**src/rtl/pg_pkg.sv**
```systemverilog
package pg_pkg;
  typedef enum logic {
    BAND_COOL = 1'b0,
    BAND_HOT  = 1'b1
  } band_e;
endpackage

```
**src/rtl/pg_deglitch.sv**
```systemverilog
module pg_deglitch #(
  parameter int DEGLITCH_CYCLES = 8
) (
  input  logic clk,
  input  logic rst_n,
  input  logic oc_raw,
  output logic oc_flt
);
  localparam int CW = (DEGLITCH_CYCLES < 2) ? 1 : $clog2(DEGLITCH_CYCLES);
  localparam logic [CW-1:0] LAST = CW'(DEGLITCH_CYCLES - 1);

  logic [CW-1:0] cnt_q, cnt_d;
  logic          flt_q, flt_d;
  logic          cnt_en;

  assign cnt_en = oc_raw | (cnt_q != '0) | flt_q;

  always_comb begin
    cnt_d = cnt_q;
    flt_d = flt_q;
    if (!oc_raw) begin
      cnt_d = '0;
      flt_d = 1'b0;
    end else if (cnt_q == LAST) begin
      flt_d = 1'b1;
    end else begin
      cnt_d = cnt_q + 1'b1;
    end
  end

  always_ff @(posedge clk or negedge rst_n) begin
    if (!rst_n) begin
      cnt_q <= '0;
      flt_q <= 1'b0;
    end else if (cnt_en) begin
      cnt_q <= cnt_d;
      flt_q <= flt_d;
    end
  end

  assign oc_flt = flt_q;
endmodule

```
**src/rtl/pg_therm_band.sv**
```systemverilog
module pg_therm_band
  import pg_pkg::*;
#(
  parameter int TEMP_W = 8,
  parameter int TRIP   = 140,
  parameter int HYST   = 20
) (
  input  logic              clk,
  input  logic              rst_n,
  input  logic [TEMP_W-1:0] die_temp,
  output logic              hot
);
  localparam logic [TEMP_W-1:0] TRIP_V = TEMP_W'(TRIP);
  localparam logic [TEMP_W-1:0] REL_V  = TEMP_W'(TRIP - HYST);

  band_e band_q, band_d;

  always_comb begin
    band_d = band_q;
    if (die_temp >= TRIP_V) begin
      band_d = BAND_HOT;
    end else if (die_temp <= REL_V) begin
      band_d = BAND_COOL;
    end
  end

  always_ff @(posedge clk or negedge rst_n) begin
    if (!rst_n) begin
      band_q <= BAND_COOL;
    end else if (band_d != band_q) begin
      band_q <= band_d;
    end
  end

  assign hot = (band_q == BAND_HOT);
endmodule

```
**src/rtl/pg_port_lock.sv**
```systemverilog
module pg_port_lock (
  input  logic clk,
  input  logic rst_n,
  input  logic hot_lo,
  input  logic oc_flt,
  output logic locked
);
  logic lock_q, lock_d;
  logic lock_en;

  assign lock_en = lock_q | (hot_lo & oc_flt);

  always_comb begin
    if (hot_lo) begin
      lock_d = lock_q | oc_flt;
    end else begin
      lock_d = 1'b0;
    end
  end

  always_ff @(posedge clk or negedge rst_n) begin
    if (!rst_n) begin
      lock_q <= 1'b0;
    end else if (lock_en) begin
      lock_q <= lock_d;
    end
  end

  assign locked = lock_q;
endmodule

```
**src/rtl/port_guard_top.sv**
```systemverilog
module port_guard_top #(
  parameter int NUM_PORTS       = 4,
  parameter int DEGLITCH_CYCLES = 8,
  parameter int TEMP_W          = 8,
  parameter int TRIP_LO         = 140,
  parameter int TRIP_HI         = 150,
  parameter int HYST            = 20
) (
  input  logic                 clk,
  input  logic                 rst_n,
  input  logic                 pwr_ready,
  input  logic [NUM_PORTS-1:0] en_n,
  input  logic [NUM_PORTS-1:0] oc_raw,
  input  logic [TEMP_W-1:0]    die_temp,
  output logic [NUM_PORTS-1:0] sw_on,
  output logic [NUM_PORTS-1:0] fault_n
);
  logic                 rst_meta_q, rst_sync_q;
  logic                 rst_int_n;
  logic [NUM_PORTS-1:0] oc_flt;
  logic [NUM_PORTS-1:0] port_lock;
  logic                 hot_lo, hot_hi;

  always_ff @(posedge clk or negedge rst_n) begin
    if (!rst_n) begin
      rst_meta_q <= 1'b0;
      rst_sync_q <= 1'b0;
    end else begin
      rst_meta_q <= 1'b1;
      rst_sync_q <= rst_meta_q;
    end
  end

  assign rst_int_n = rst_sync_q;

  pg_therm_band #(
    .TEMP_W (TEMP_W),
    .TRIP   (TRIP_LO),
    .HYST   (HYST)
  ) u_band_lo (
    .clk      (clk),
    .rst_n    (rst_int_n),
    .die_temp (die_temp),
    .hot      (hot_lo)
  );

  pg_therm_band #(
    .TEMP_W (TEMP_W),
    .TRIP   (TRIP_HI),
    .HYST   (HYST)
  ) u_band_hi (
    .clk      (clk),
    .rst_n    (rst_int_n),
    .die_temp (die_temp),
    .hot      (hot_hi)
  );

  for (genvar p = 0; p < NUM_PORTS; p++) begin : g_port
    pg_deglitch #(
      .DEGLITCH_CYCLES (DEGLITCH_CYCLES)
    ) u_dg (
      .clk    (clk),
      .rst_n  (rst_int_n),
      .oc_raw (oc_raw[p]),
      .oc_flt (oc_flt[p])
    );

    pg_port_lock u_lock (
      .clk    (clk),
      .rst_n  (rst_int_n),
      .hot_lo (hot_lo),
      .oc_flt (oc_flt[p]),
      .locked (port_lock[p])
    );

    assign sw_on[p]   = ~en_n[p] & ~port_lock[p] & ~hot_hi & pwr_ready;
    assign fault_n[p] = ~(oc_flt[p] | port_lock[p] | hot_hi);
  end
endmodule

```
**config.mk**
```make
export PLATFORM = sky130hd
export DESIGN_NAME = port_guard_top
export DESIGN_NICKNAME = d
export VERILOG_FILES = /design/src/rtl/pg_pkg.sv /design/src/rtl/pg_deglitch.sv /design/src/rtl/pg_therm_band.sv /design/src/rtl/pg_port_lock.sv /design/src/rtl/port_guard_top.sv
export SDC_FILE = /design/constraint.sdc
export NUM_CORES = 1
export LEC_CHECK = 0
export BUFFER_PORTS_ARGS = -buffer_cell sky130_fd_sc_hd__buf_2
export CORE_UTILIZATION = 55
export CTS_BUF_LIST = sky130_fd_sc_hd__clkbuf_2 sky130_fd_sc_hd__clkbuf_4 sky130_fd_sc_hd__clkbuf_8
export CTS_CLUSTER_DIAMETER = 200
export DETAILED_ROUTE_END_ITERATION = 7
export PLACE_DENSITY_LB_ADDON = 0.1
export SYNTH_ARGS = -nofsm -noshare
export SYNTH_HDL_FRONTEND = slang
export SYNTH_HIERARCHICAL = 1
export SYNTH_SLANG_ARGS = --single-unit
export TNS_END_PERCENT = 50
```
**constraint.sdc**
```tcl
create_clock -name clk -period 1.05 [get_ports clk]
set_input_delay 0.0525 -clock clk [delete_from_list [all_inputs] [get_ports clk]]
set_output_delay 0.0525 -clock clk [all_outputs]
set_load 0.02 [all_outputs]
```
==> results.json <==
{
  "cts_root_buf": "clkbuf_4",
  "p_per_area_mw_per_mm2": 1930,
  "gr-total-overflow": 0,
  "drc": 0,
  "wl_per_cell_um": 21.9,
  "ant_nets": 0,
  "cp_num_buf_inv": 1,
  "violations": "setup timing",
  "core-area_mm2": 0.00221,
  "syn2layout_area_growth_pct": 57.3,
  "start_util_pct": 58.3,
  "synth-seq-cells": 24,
  "cts_num_sinks": 24,
  "hold_path_class": "in2reg",
  "top_layer_used": "met4",
  "finalClockSkew_ps": 14.8,
  "drive_above_1_share_pct": 57.1,
  "fin_ws_ps": -442,
  "drv_slew": 0,
  "path_clk_slew_ps": 140,
  "peakVddDrop_uv": 1700,
  "firstDrtPassIters": 4,
  "power.internal_w": 0.00240,
  "ys_warn_count": 6,
  "fillers": 80,
  "crit_fanout": 3,
  "cp_slowest_cell": "or4b_4",
  "ioPinCount": 27,
  "crit_family": "simple AND/OR/NAND/NOR gates",
  "via_per_inst": 6.12,
  "dieHeight_um": 50.4,
  "crit_type": "reg2reg",
  "power_frac_clock_pct": 10.4,
  "dr_wl_met2_um": 2340,
  "setup_viol": 26,
  "worstPathRequired_ps": 1250,
  "pwr-share-comb_pct": 52.9,
  "fin_util_pct": 91.6,
  "fin_tns_setup_ps": -7130,
  "crit_chain": "inv_2 > ha_4 > or4b_4 > o211ai_1",
  "grt_setup_unrepaired": "true",
  "drv_cap": 0,
  "total_power_w": 0.00390,
  "sw_frac_of_total_pct": 38.4,
  "die_area_mm2": 0.00254,
  "cpPeakStageDelay_ps": 470,
  "clk_latency_ps": 310,
  "die_w_um": 50.4,
  "ys_seq_area_share_pct": 46.6,
  "syn_area_per_cell_um2": 11.6,
  "grt_pass1_vias": 1126,
  "cts_tree": "built",
  "hold_viol": 0,
  "p_seq_share_pct": 36.8,
  "fin_nets": 210,
  "dp_worst_setup_slack_ps": -340,
  "hold_slack_ps": 21.5,
  "drt_wl_total_um": 4490,
  "track_usage_pct": 28.0,
  "cts_buffer_depth": 2,
  "fmax_mhz": 670,
  "grt_max_degree": 23,
  "grt_pass1_wl_um": 5200,
  "start_kind": "register",
  "end_kind": "register",
  "crit_arrival_ps": 1700,
  "period_needed_ps": 1490,
  "htreeDepth": 1,
  "synth_cell_type_count": 24,
  "rows": 17,
  "dp_hpwl_um": 1970,
  "gp_congestion": 0.813,
  "vias": 1255,
  "status": "finished with violations",
  "switchingPower_w": 0.00150,
  "grt_antenna_before_repair": 0,
  "fin_crit_sh_pct": 142,
  "antenna_cells": 0,
  "drt-met1-wl_um": 1750,
  "synth.net_count": 142,
  "cellLeakagePower_nw": 0.930,
  "syn-cell-area_mm2": 0.00129,
  "portBuffers": 26,
  "cts_made_buffers": 3,
  "drt_iter0_drc": 18,
  "routed-wl-met3_um": 259,
  "synthCells": 111
}
## flip-flops by register name, indices dropped and copies added (netlist names)
signal / flops
g_port.u_dg/cnt_q: 12
g_port.u_dg/oc_flt: 4
g_port.u_lock/locked: 4
rst_int_n: 1
rst_meta_q: 1
u_band_hi/hot: 1
u_band_lo/hot: 1
## Yosys cell counts
| cell | number | share of area (%) |
|---|---|---|
| a22o_1 | 1 | 0.68 |
| buf_6 | 1 | 0.87 |
| conb_1 | 1 | 0.29 |
| nand3_1 | 5 | 1.9 |
| inv_1 | 9 | 2.6 |
| o211ai_1 | 4 | 2.3 |
| nor2b_1 | 4 | 1.9 |
| nand3b_1 | 4 | 2.3 |
| nand2_1 | 1 | 0.29 |
| mux2i_1 | 4 | 3.1 |
| nor3_1 | 6 | 2.3 |
| or4b_1 | 4 | 3.1 |
| o21a_1 | 9 | 5.2 |
| dfrtp_1 | 24 | 47 |
| nor2_1 | 1 | 0.29 |
| a22oi_1 | 4 | 2.3 |
| nor4b_2 | 4 | 4.7 |
| a21oi_1 | 2 | 0.78 |
| a21boi_0 | 4 | 2.3 |
| or2b_1 | 4 | 2.3 |
| a211o_1 | 1 | 0.68 |
| o32ai_1 | 1 | 0.68 |
| or4_1 | 1 | 0.58 |
| ha_1 | 12 | 12 |
## cell usage in the layout, fill, tap and decap left out, drive strengths merged, types with 2 or more instances in the layout
cell type	n
o21a	9
dfrtp	24
nor2b	4
nand3b	4
inv	9
a21boi	4
ha	12
or2b	4
a22oi	4
mux2i	4
buf	62
clkbuf	3
nand3	5
nor3	6
a21oi	2
nor4b	4
dlygate4sd3	2
or4b	4
o211ai	4
## tightest hold or removal path: stages
cell and delay (ps):
buf_2 90, or4b_4 120, a22oi_2 40
## timing repair
item | CTS | global route
hold endpoints to repair | 3 | 0
hold buffers | 2 | 0
setup buffers | 8 | 5
resized for setup | 29 | 31
pin swaps | 9 | 10
endpoints found under the setup margin | 26 | 26
gates cloned | 1 | 0
## final cells by class
class	instances	area (um2)	area share, %
Timing Repair Buffer	64	472	23.3
Multi-Input combinational cell	77	863	42.6
Tap cell	28	35.0	1.73
Sequential cell	24	601	29.6
Inverter	9	33.8	1.67
Clock buffer	3	22.5	1.11
## cells by family (layout without fill, tap and decap cells)
family,Yosys count,count (layout),share of synthesized area (%)
AND/OR/NAND/NOR,34,34,19.8
AO/OA/AOI/OAI,26,26,15.0
flip-flops,24,24,46.6
adder cells (fa/ha/maj),12,12,11.7
buffers and inverters,10,76,3.49
multiplexers,4,4,3.11
other,1,1,0.291
## power by group through the flow
stage	sequential [W]	combinational (W)	clock, W
2_1_floorplan	0.00133	0.000728	0
3_3_place_gp	0.00134	0.00105	0
3_5_place_dp	0.00136	0.00113	0
4_1_cts	0.00138	0.00149	0.000400
5_1_grt	0.00145	0.00220	0.000473
6_report	0.00144	0.00206	0.000405
## path summary, 6_finish.rpt
path | from | end | slack, ps | depth (start not counted)
max | g_port[2].u_dg/cnt_q[1]$_DFFE_PN0P_ | g_port[2].u_dg/cnt_q[1]$_DFFE_PN0P_ | -440 | 4
max in group asynchronous | rst_int_n$_DFF_PN0_ | u_band_lo/hot$_DFFE_PN0P_ | 590 | 1
min reg2reg | rst_int_n$_DFF_PN0_ | g_port[1].u_dg/cnt_q[1]$_DFFE_PN0P_ | 220 | 1
max reg2reg | g_port[2].u_dg/cnt_q[1]$_DFFE_PN0P_ | g_port[2].u_dg/cnt_q[1]$_DFFE_PN0P_ | -440 | 4
min | oc_raw[0] | g_port[0].u_dg/cnt_q[0]$_DFFE_PN0P_ | 20 | 3
min in group asynchronous | rst_n | rst_meta_q$_DFF_PN0_ | 50 | 2
## layer usage
layer / track usage, % / vias up
li1: - / 544
met1: 33.2 / 624
met2: 50.0 / 71
met3: 3.94 / 16
met4: 12.5 / 0
met5: 0 / -
## through the flow
stage	std cells	area, um2
after floorplan	111	1300
after global placement	186	1620
after detailed placement	186	1620
after CTS	200	1840
after global routing	205	2030
final	205	2030
No activity file was read; power rests on OpenSTA's default activity.
